[src/rtl/hcs_pkg.sv]
package hcs_pkg;
  localparam int CMD_W   = 3;
  localparam int PHASE_W = 3;
  localparam int CODE_W  = 3;
  localparam int MODE_W  = 2;
  localparam int STR_W   = 3;

  typedef enum logic [CMD_W-1:0] {
    CmdNop = 3'd0, CmdStart = 3'd1, CmdProcess = 3'd2, CmdManual = 3'd3, CmdDone = 3'd4
  } cmd_e;

  typedef enum logic [PHASE_W-1:0] {
    PhIdle = 3'd0, PhFeed = 3'd1, PhProc = 3'd2, PhAbsorbed = 3'd3,
    PhSqueeze = 3'd4, PhTerm = 3'd7
  } phase_e;

  typedef enum logic [CODE_W-1:0] {
    ErrNone = 3'd0, ErrSeq = 3'd1, ErrModeStr = 3'd2, ErrPrefix = 3'd3, ErrEntropy = 3'd4
  } err_code_e;

  typedef enum logic [MODE_W-1:0] {
    ModeHash = 2'd0, ModeRsvd = 2'd1, ModeXof = 2'd2, ModeCXof = 2'd3
  } mode_e;

  typedef enum logic [STR_W-1:0] {
    Str128 = 3'd0, Str224 = 3'd1, Str256 = 3'd2, Str384 = 3'd3, Str512 = 3'd4
  } strength_e;
endpackage

[src/rtl/hcs_phase_fsm.sv]
module hcs_phase_fsm
  import hcs_pkg::*;
#(
  parameter int          ABS_W    = 4,
  parameter logic [ABS_W-1:0] ABS_TRUE = 4'b1010
) (
  input  logic             clk_i,
  input  logic             rst_ni,
  input  cmd_e             cmd_i,
  input  logic             app_active_i,
  input  logic [ABS_W-1:0] absorbed_i,
  input  logic             perm_done_i,
  input  logic             escalate_i,
  input  logic             hold_i,
  output phase_e           phase_o,
  output logic             go_o,
  output logic             seq_err_o
);
  phase_e phase_q, phase_d, phase_n;

  always_comb begin
    phase_d   = phase_q;
    seq_err_o = 1'b0;
    unique case (phase_q)
      PhIdle: begin
        seq_err_o = !(cmd_i inside {CmdNop, CmdStart});
        if (cmd_i == CmdStart && !app_active_i) phase_d = PhFeed;
      end
      PhFeed: begin
        seq_err_o = !(cmd_i inside {CmdNop, CmdProcess});
        if (cmd_i == CmdProcess) phase_d = PhProc;
      end
      PhProc: begin
        seq_err_o = (cmd_i != CmdNop);
        if (absorbed_i == ABS_TRUE) phase_d = PhAbsorbed;  // strict multi-bit test
      end
      PhAbsorbed: begin
        seq_err_o = !(cmd_i inside {CmdNop, CmdManual, CmdDone});
        if (cmd_i == CmdManual)    phase_d = PhSqueeze;
        else if (cmd_i == CmdDone) phase_d = PhIdle;
      end
      PhSqueeze: begin
        seq_err_o = (cmd_i != CmdNop);
        if (perm_done_i) phase_d = PhAbsorbed;
      end
      PhTerm:  phase_d = PhTerm;
      default: phase_d = PhTerm;
    endcase
  end

  assign go_o = (phase_q == PhIdle) && (phase_d == PhFeed);

  // escalation and terminal/illegal encodings override the hold
  always_comb begin
    if (escalate_i || phase_d == PhTerm) phase_n = PhTerm;
    else if (hold_i)                     phase_n = phase_q;
    else                                 phase_n = phase_d;
  end

  always_ff @(posedge clk_i or negedge rst_ni) begin
    if (!rst_ni) phase_q <= PhIdle;
    else         phase_q <= phase_n;
  end

  assign phase_o = phase_q;
endmodule

[config.mk]
export PLATFORM = sky130hd
export DESIGN_NAME = hcs_phase_fsm
export DESIGN_NICKNAME = d
export VERILOG_FILES = /design/src/rtl/hcs_pkg.sv /design/src/rtl/hcs_phase_fsm.sv
export SDC_FILE = /design/constraint.sdc
export NUM_CORES = 1
export LEC_CHECK = 0
export ABC_AREA = 1
export CORE_AREA = 2 2 39 41
export CTS_CLUSTER_SIZE = 25
export DETAILED_ROUTE_END_ITERATION = 10
export DIE_AREA = 0 0 41 43
export GPL_TIMING_DRIVEN = 0
export SYNTH_ARGS = -nofsm -noshare
export SYNTH_HDL_FRONTEND = slang
export SYNTH_SLANG_ARGS = --single-unit
[constraint.sdc]
create_clock -name clk_i -period 3.5 [get_ports clk_i]
set_input_delay 0.525 -clock clk_i [delete_from_list [all_inputs] [get_ports clk_i]]
set_output_delay 0.525 -clock clk_i [all_outputs]
set_load 0.02 [all_outputs]
## After elaboration in Yosys (flattened, before gate mapping)

Index checks and enable logic that the tools add are counted.

| storage, ports and cells | value |
|---|---|
| flip-flop bits (word level) | 3 |
| output and inout port bits | 5 |

| cells by class | value |
|---|---|
| equality and inequality tests | 12 |
| muxes and demuxes | 10 |
| reductions and logical operators | 14 |

Operators with widths:

| cell | number |
|---|---|
| 3-bit 2-to-1 mux | 8 |
| 3-bit case mux with 5 select lines | 1 |
| 3-bit by 2-bit == test with 1-bit output, second input constant | 4 |
| 3-bit by 1-bit == test with 1-bit output, second input constant | 3 |
| 3-bit == test, second input constant | 3 |
| 3-bit logical NOT | 2 |
| 3-bit nonzero test | 2 |
| 4-bit == test, second input constant | 1 |
| 1-bit logical NOT | 4 |
| 1-bit case mux with 4 select lines | 1 |
| 2-bit nonzero test | 2 |
| 1-bit logical AND | 2 |
| 2-bit by 1-bit inequality test with 1-bit output, second input constant | 1 |
| 2-bit OR reduction | 1 |
| 1-bit logical OR | 1 |

## Logic depth before layout (Yosys ltp)

| depth | value |
|---|---|
| word-level depth | 7 |
| gate-level depth with buffers | 9 |

## Worst setup path before layout

OpenSTA, ideal clock, no wires.

| timing | value |
|---|---|
| path kind | register -> output |
| from | register phase_q[2], in the netlist phase_o[2] |
| to | output seq_err_o |
| data arrival time | 1120 ps |
| data required time | 2975 ps |
| path slack | 1855 ps |
| cell stages (with the launch flop) | 8 |
| buffers on the path | 0 |
| cell sequence | dfrtp_1 -> inv_2 -> nand2_2 -> nor2_2 -> nand2_2 -> nand2_1 -> o22ai_1 -> nand2_1 |

| between the ends | value |
|---|---|
| word-level cells in the longest chain between the ends | 3 |
| elaborated cells on any way between the ends | 7 |

RTL lines:

| what | line | RTL |
|---|---|---|
| start, declared | hcs_phase_fsm.sv:19 | `phase_e phase_q, phase_d, phase_n;` |
| start signal, assigned | hcs_phase_fsm.sv:61 | `if (!rst_ni) phase_q <= PhIdle;` |
| start signal, assigned | hcs_phase_fsm.sv:62 | `else phase_q <= phase_n;` |
| 3-bit == test or 3-bit by 2-bit == test with 1-bit output (tied branches) | hcs_phase_fsm.sv:24 | `unique case (phase_q)` |
| 2-bit OR reduction (no line) | - |  |
| 1-bit case mux with 4 select lines (*) | hcs_phase_fsm.sv:24 |  |
| end, declared | hcs_phase_fsm.sv:17 | `output logic seq_err_o` |

Every way passes the cells marked *; elsewhere a longest branch is shown, timed or not.

## Worst setup path in the final report

| timing | value |
|---|---|
| from | input cmd_i[0] |
| to | output seq_err_o |

| between the ends | value |
|---|---|
| word-level cells in the longest chain between the ends | 4 |
| elaborated cells on any way between the ends | 13 |

RTL lines:

| what | line | RTL |
|---|---|---|
| start, declared | hcs_phase_fsm.sv:9 | `input cmd_e cmd_i,` |
| 3-bit by 2-bit == test with 1-bit output (tied with other cells) | hcs_phase_fsm.sv:38 | `seq_err_o = !(cmd_i inside {CmdNop, CmdManual, CmdDone});` |
| 3-bit nonzero test (tied with other cells) | hcs_phase_fsm.sv:38 |  |
| 1-bit logical NOT (on tied branches) | hcs_phase_fsm.sv:38, hcs_phase_fsm.sv:26, hcs_phase_fsm.sv:30 |  |
| 1-bit case mux with 4 select lines (*) | hcs_phase_fsm.sv:24 |  |

Marks and branches as above.

==> impl_summary.md <==
Power and ir drop
Power spread over the standard cell area amounts to between 200 and 250 mW/mm^2. Of the total power, the share spent switching nets is 0.221. The internal power of the cells totals a little over 0.09 mW. In this run the static leakage power is approximately 0.28 nW. The share of total power dissipated in the clock network is 0.520. Across the VDD grid, the largest voltage drop is 0.000214 V. The share of total power dissipated in sequential elements is 0.299. The overall power of the completed layout is approximately 0.12 mW. The power share of the combinational group is 0.181. In this run the power spent charging and discharging nets is 0.0258 mW.

Timing
The portion of the clock cycle consumed by the worst path in the final layout is 0.749. The number of max-slew violations in the final report is 0. Setup repair after global routing left no endpoint under its margin. Setup slack closes at approximately 880 ps.

The final hold violation count was 0. The transition at the pin with the smallest max-transition slack is between 200 and 250 ps. The max-slew headroom at the worst pin is 0.839. The sum of negative setup slack is 0 ps. The worst clock skew is 4.50 ps. Static timing analysis puts the maximum clock frequency at between 0.3 and 0.4 GHz.

The final critical path time including I/O delays and setup is 2620 ps. Setup violations remaining at the end of the flow were counted as 0.

Logic synthesis
The post-synthesis register bit count is 3. The async set or reset register ratio after synthesis is 1.00. After synthesis, the netlist uses 11 different library cells. The net count after synthesis is a little over 80.

The most used flip-flop cell after synthesis is sky130_fd_sc_hd__dfrtp_1. The cell taking the most area after synthesis is sky130_fd_sc_hd__nand2_1. The share of synthesized area in the top cell type comes to 0.263. The post-synthesis instance total is ~70. After synthesis, the most frequently instantiated cells are sky130_fd_sc_hd__nand2_1 (25), sky130_fd_sc_hd__inv_1 (11), sky130_fd_sc_hd__nand3_1 (8). The share of the Yosys chip area taken by registers is 0.211. After synthesis the cells add up to 357 sq um. sky130_fd_sc_hd__nand2_1 is the most common cell in the netlist. The average footprint of a synthesized cell is between 5 and 6 sq um.

The number of warnings issued by yosys is 0. The synthesized design contains 0 enable-type register cells. Sorting the synthesized cells by area gives the leading types as sky130_fd_sc_hd__nand2_1 (26%), sky130_fd_sc_hd__dfrtp_1 (21%), sky130_fd_sc_hd__inv_1 (12%), sky130_fd_sc_hd__nand3_1 (11%), sky130_fd_sc_hd__nor2_2 (8.8%).

Drt
The final layout contains routed wiring with a total length of a little under 900 microns. The count of TritonRoute iterations in the first routing pass is 4. After detailed routing, the number of remaining DRC violations is 0. The first routing iteration left 5 violations.

The detail-routed via count per cell is approximately 4.4. The number of vias in the routed layout is about 460. Once detail routing completed, the nets flagged for antenna violations numbered 0. In the final routed layout, each cell accounts on average for between 8 and 9 microns.

Run status
The flow ran to the end, and the final reports show no timing, DRC or antenna violations.

Critical path
The critical path starts at cmd_i[0]. The largest individual stage delay along the critical path comes from the cell sky130_fd_sc_hd__clkdlybuf4s50_1. The worst path required time is slightly below 3000 ps. The family with the most delay on the worst path is buffers and inverters. The worst setup path is launched from an input port.

The longest individual stage delay on the worst path is between 500 and 600 ps. The category of the most critical setup path is in -> out. The worst setup path is captured at a primary output. The cell occurring most often along the worst timing path is sky130_fd_sc_hd__nand2_1. The critical-path maximum fanout is 3. In this run the critical register-to-register path is launched from phase_o[0].

The arrival time at the worst endpoint is ~2100 ps. Walking the worst path, the cells encountered are clkdlybuf4s50_1 -> inv_2 -> nor2_1 -> nand3_1 -> nand2_1 -> nand2_1 -> o22ai_1 -> nand2_1 -> clkdlybuf4s50_1. Together, buffers and inverters on the worst path number 3.

Floorplan
The number of placement rows is 14. The die height is 43 microns. The die outline width is roughly 41 microns. The die covers roughly 0.0018 sq mm. For this design the top-level I/O count stands at 18. The core region is 0.00138 sq mm.

The initial utilization of the core area, before any placement, comes to 0.258.

Clock tree
The insertion delay of the later-clocked pin in the worst-skew pair is between 200 and 250 ps. The post-CTS setup repair buffer count is 0. After clock tree synthesis, the clock-pin slew on the worst setup and hold paths is ~40 ps. In this run the clock root is driven by a sky130_fd_sc_hd__clkbuf_4. The number of clock buffers added by TritonCTS is 3. The maximum level of the CTS H-tree is 1.

The number of gates given a new drive strength after cts is 0. The clock net in this run drives a total of 3 sinks. The number of buffers inserted by hold repair at cts is 0. The clock tree from TritonCTS is yes. The clock passes through at most 2 buffers.

Place
The congestion estimate from routability-driven global placement came to 0.763. The number of placed instances, taps included, is around 100. The wire-length estimate of the detail-placed layout is 755 microns. Port buffering added 17 buffers. The pre-CTS setup slack is 889 ps.

Layout
The share of final-layout standard cells stronger than drive strength 1 is 0.135. The flip-flop count of the largest register, all copies and words added is 3. The number of nets at the end of the flow is 103. The final antenna diode count is 0. The fill cell total of the finished layout is 158. Across the whole layout, storage elements account for approximately 75 sq um. The end-of-flow core utilization is 0.414. The layout overhead on the synthesized area is 60.7%. After the flow finishes, the layout carries non-filler instances totaling ~110. In the final layout, the multi-input gates occupy around 230 sq um.

Job
Max-cap violations in this run came to 0.

GRT
The via count of the first global-routing pass is 391. The overall global routing resource usage is 0.109. The pin count of the biggest net entering global routing is 8.

The wire length of the first global-routing pass is between 1000 and 1500 microns. For this run the aggregate overflow at the end of global routing stands at 0. The initial antenna violation count is 0.

Min path
The class of the most critical hold timing path is in -> async.
path summary, 6_finish.rpt:
kind | endpoint | slack, ps | cells past startpoint
worst min register to register | phase_o[0] | 690 | 4
worst max register to register | phase_o[1] | 2230 | 8
min in group clk_i | phase_o[0] | 690 | 4
worst min-delay path | phase_o[2] | 470 | 1
worst max-delay path | seq_err_o | 880 | 9
max in group asynchronous | phase_o[0] | 2880 | 1
placed cells by master, fill, tap and decap left out, drive strengths merged:
master / synthesis / final
nor2: 12 / 12
inv: 13 / 13
nand2: 27 / 27
dfrtp: 3 / 3
o31ai: 1 / 1
a21oi: 3 / 3
o22ai: 1 / 1
clkbuf: 0 / 4
nand3: 8 / 8
clkdlybuf4s50: 0 / 17
per-layer routing:
layer  wire (microns)  GRT usage  vias to the layer above
met5                0          0                        -
met4                0     0.0200                        0
met3               62     0.0314                        0
met2              414      0.175                       12
met1              409      0.140                      197
li1                 -          -                      248
stage by stage:
| step | area [sq um] | hold WS (ps) |
|---|---|---|
| after global placement | 547 | 689 |
| after floorplan | 357 | 229 |
| after CTS | 573 | 473 |
| after detailed placement | 547 | 690 |
| final | 573 | 474 |
| after global routing | 573 | 484 |
power by group through the flow:
| stage | clock, mW | combinational, mW | sequential [mW] |
|---|---|---|---|
| 2_1_floorplan | 0 | 0.00507 | 0.0353 |
| 3_3_place_gp | 0 | 0.0210 | 0.0353 |
| 3_5_place_dp | 0 | 0.0211 | 0.0353 |
| 4_1_cts | 0.0629 | 0.0213 | 0.0349 |
| 5_1_grt | 0.0672 | 0.0233 | 0.0348 |
| 6_report | 0.0608 | 0.0211 | 0.0349 |
cell type report:
type / count / share of cell area
clock buffers: 4 / 0.0459
inverters: 13 / 0.0852
multi-input cells: 52 / 0.406
flip-flops and latches: 3 / 0.131
well taps: 16 / 0.0349
repair buffers: 17 / 0.297
kinds of logic after synthesis:
group / share of synthesized area
AO/OA/AOI/OAI: 0.0807
buffers and inverters: 0.137
flip-flops: 0.211
AND/OR/NAND/NOR: 0.572
worst reg2reg max path, cell delays in order, from the launching register on:
cell and delay, ps:
sky130_fd_sc_hd__dfrtp_1 420, sky130_fd_sc_hd__nor2_2 210, sky130_fd_sc_hd__inv_1 90, sky130_fd_sc_hd__nand2_1 60
sky130_fd_sc_hd__nand2_1 50, sky130_fd_sc_hd__a21oi_1 120, sky130_fd_sc_hd__nand3_1 80, sky130_fd_sc_hd__nand2_1 70
sky130_fd_sc_hd__nand2_1 50
(Power assumes the default switching activity.)
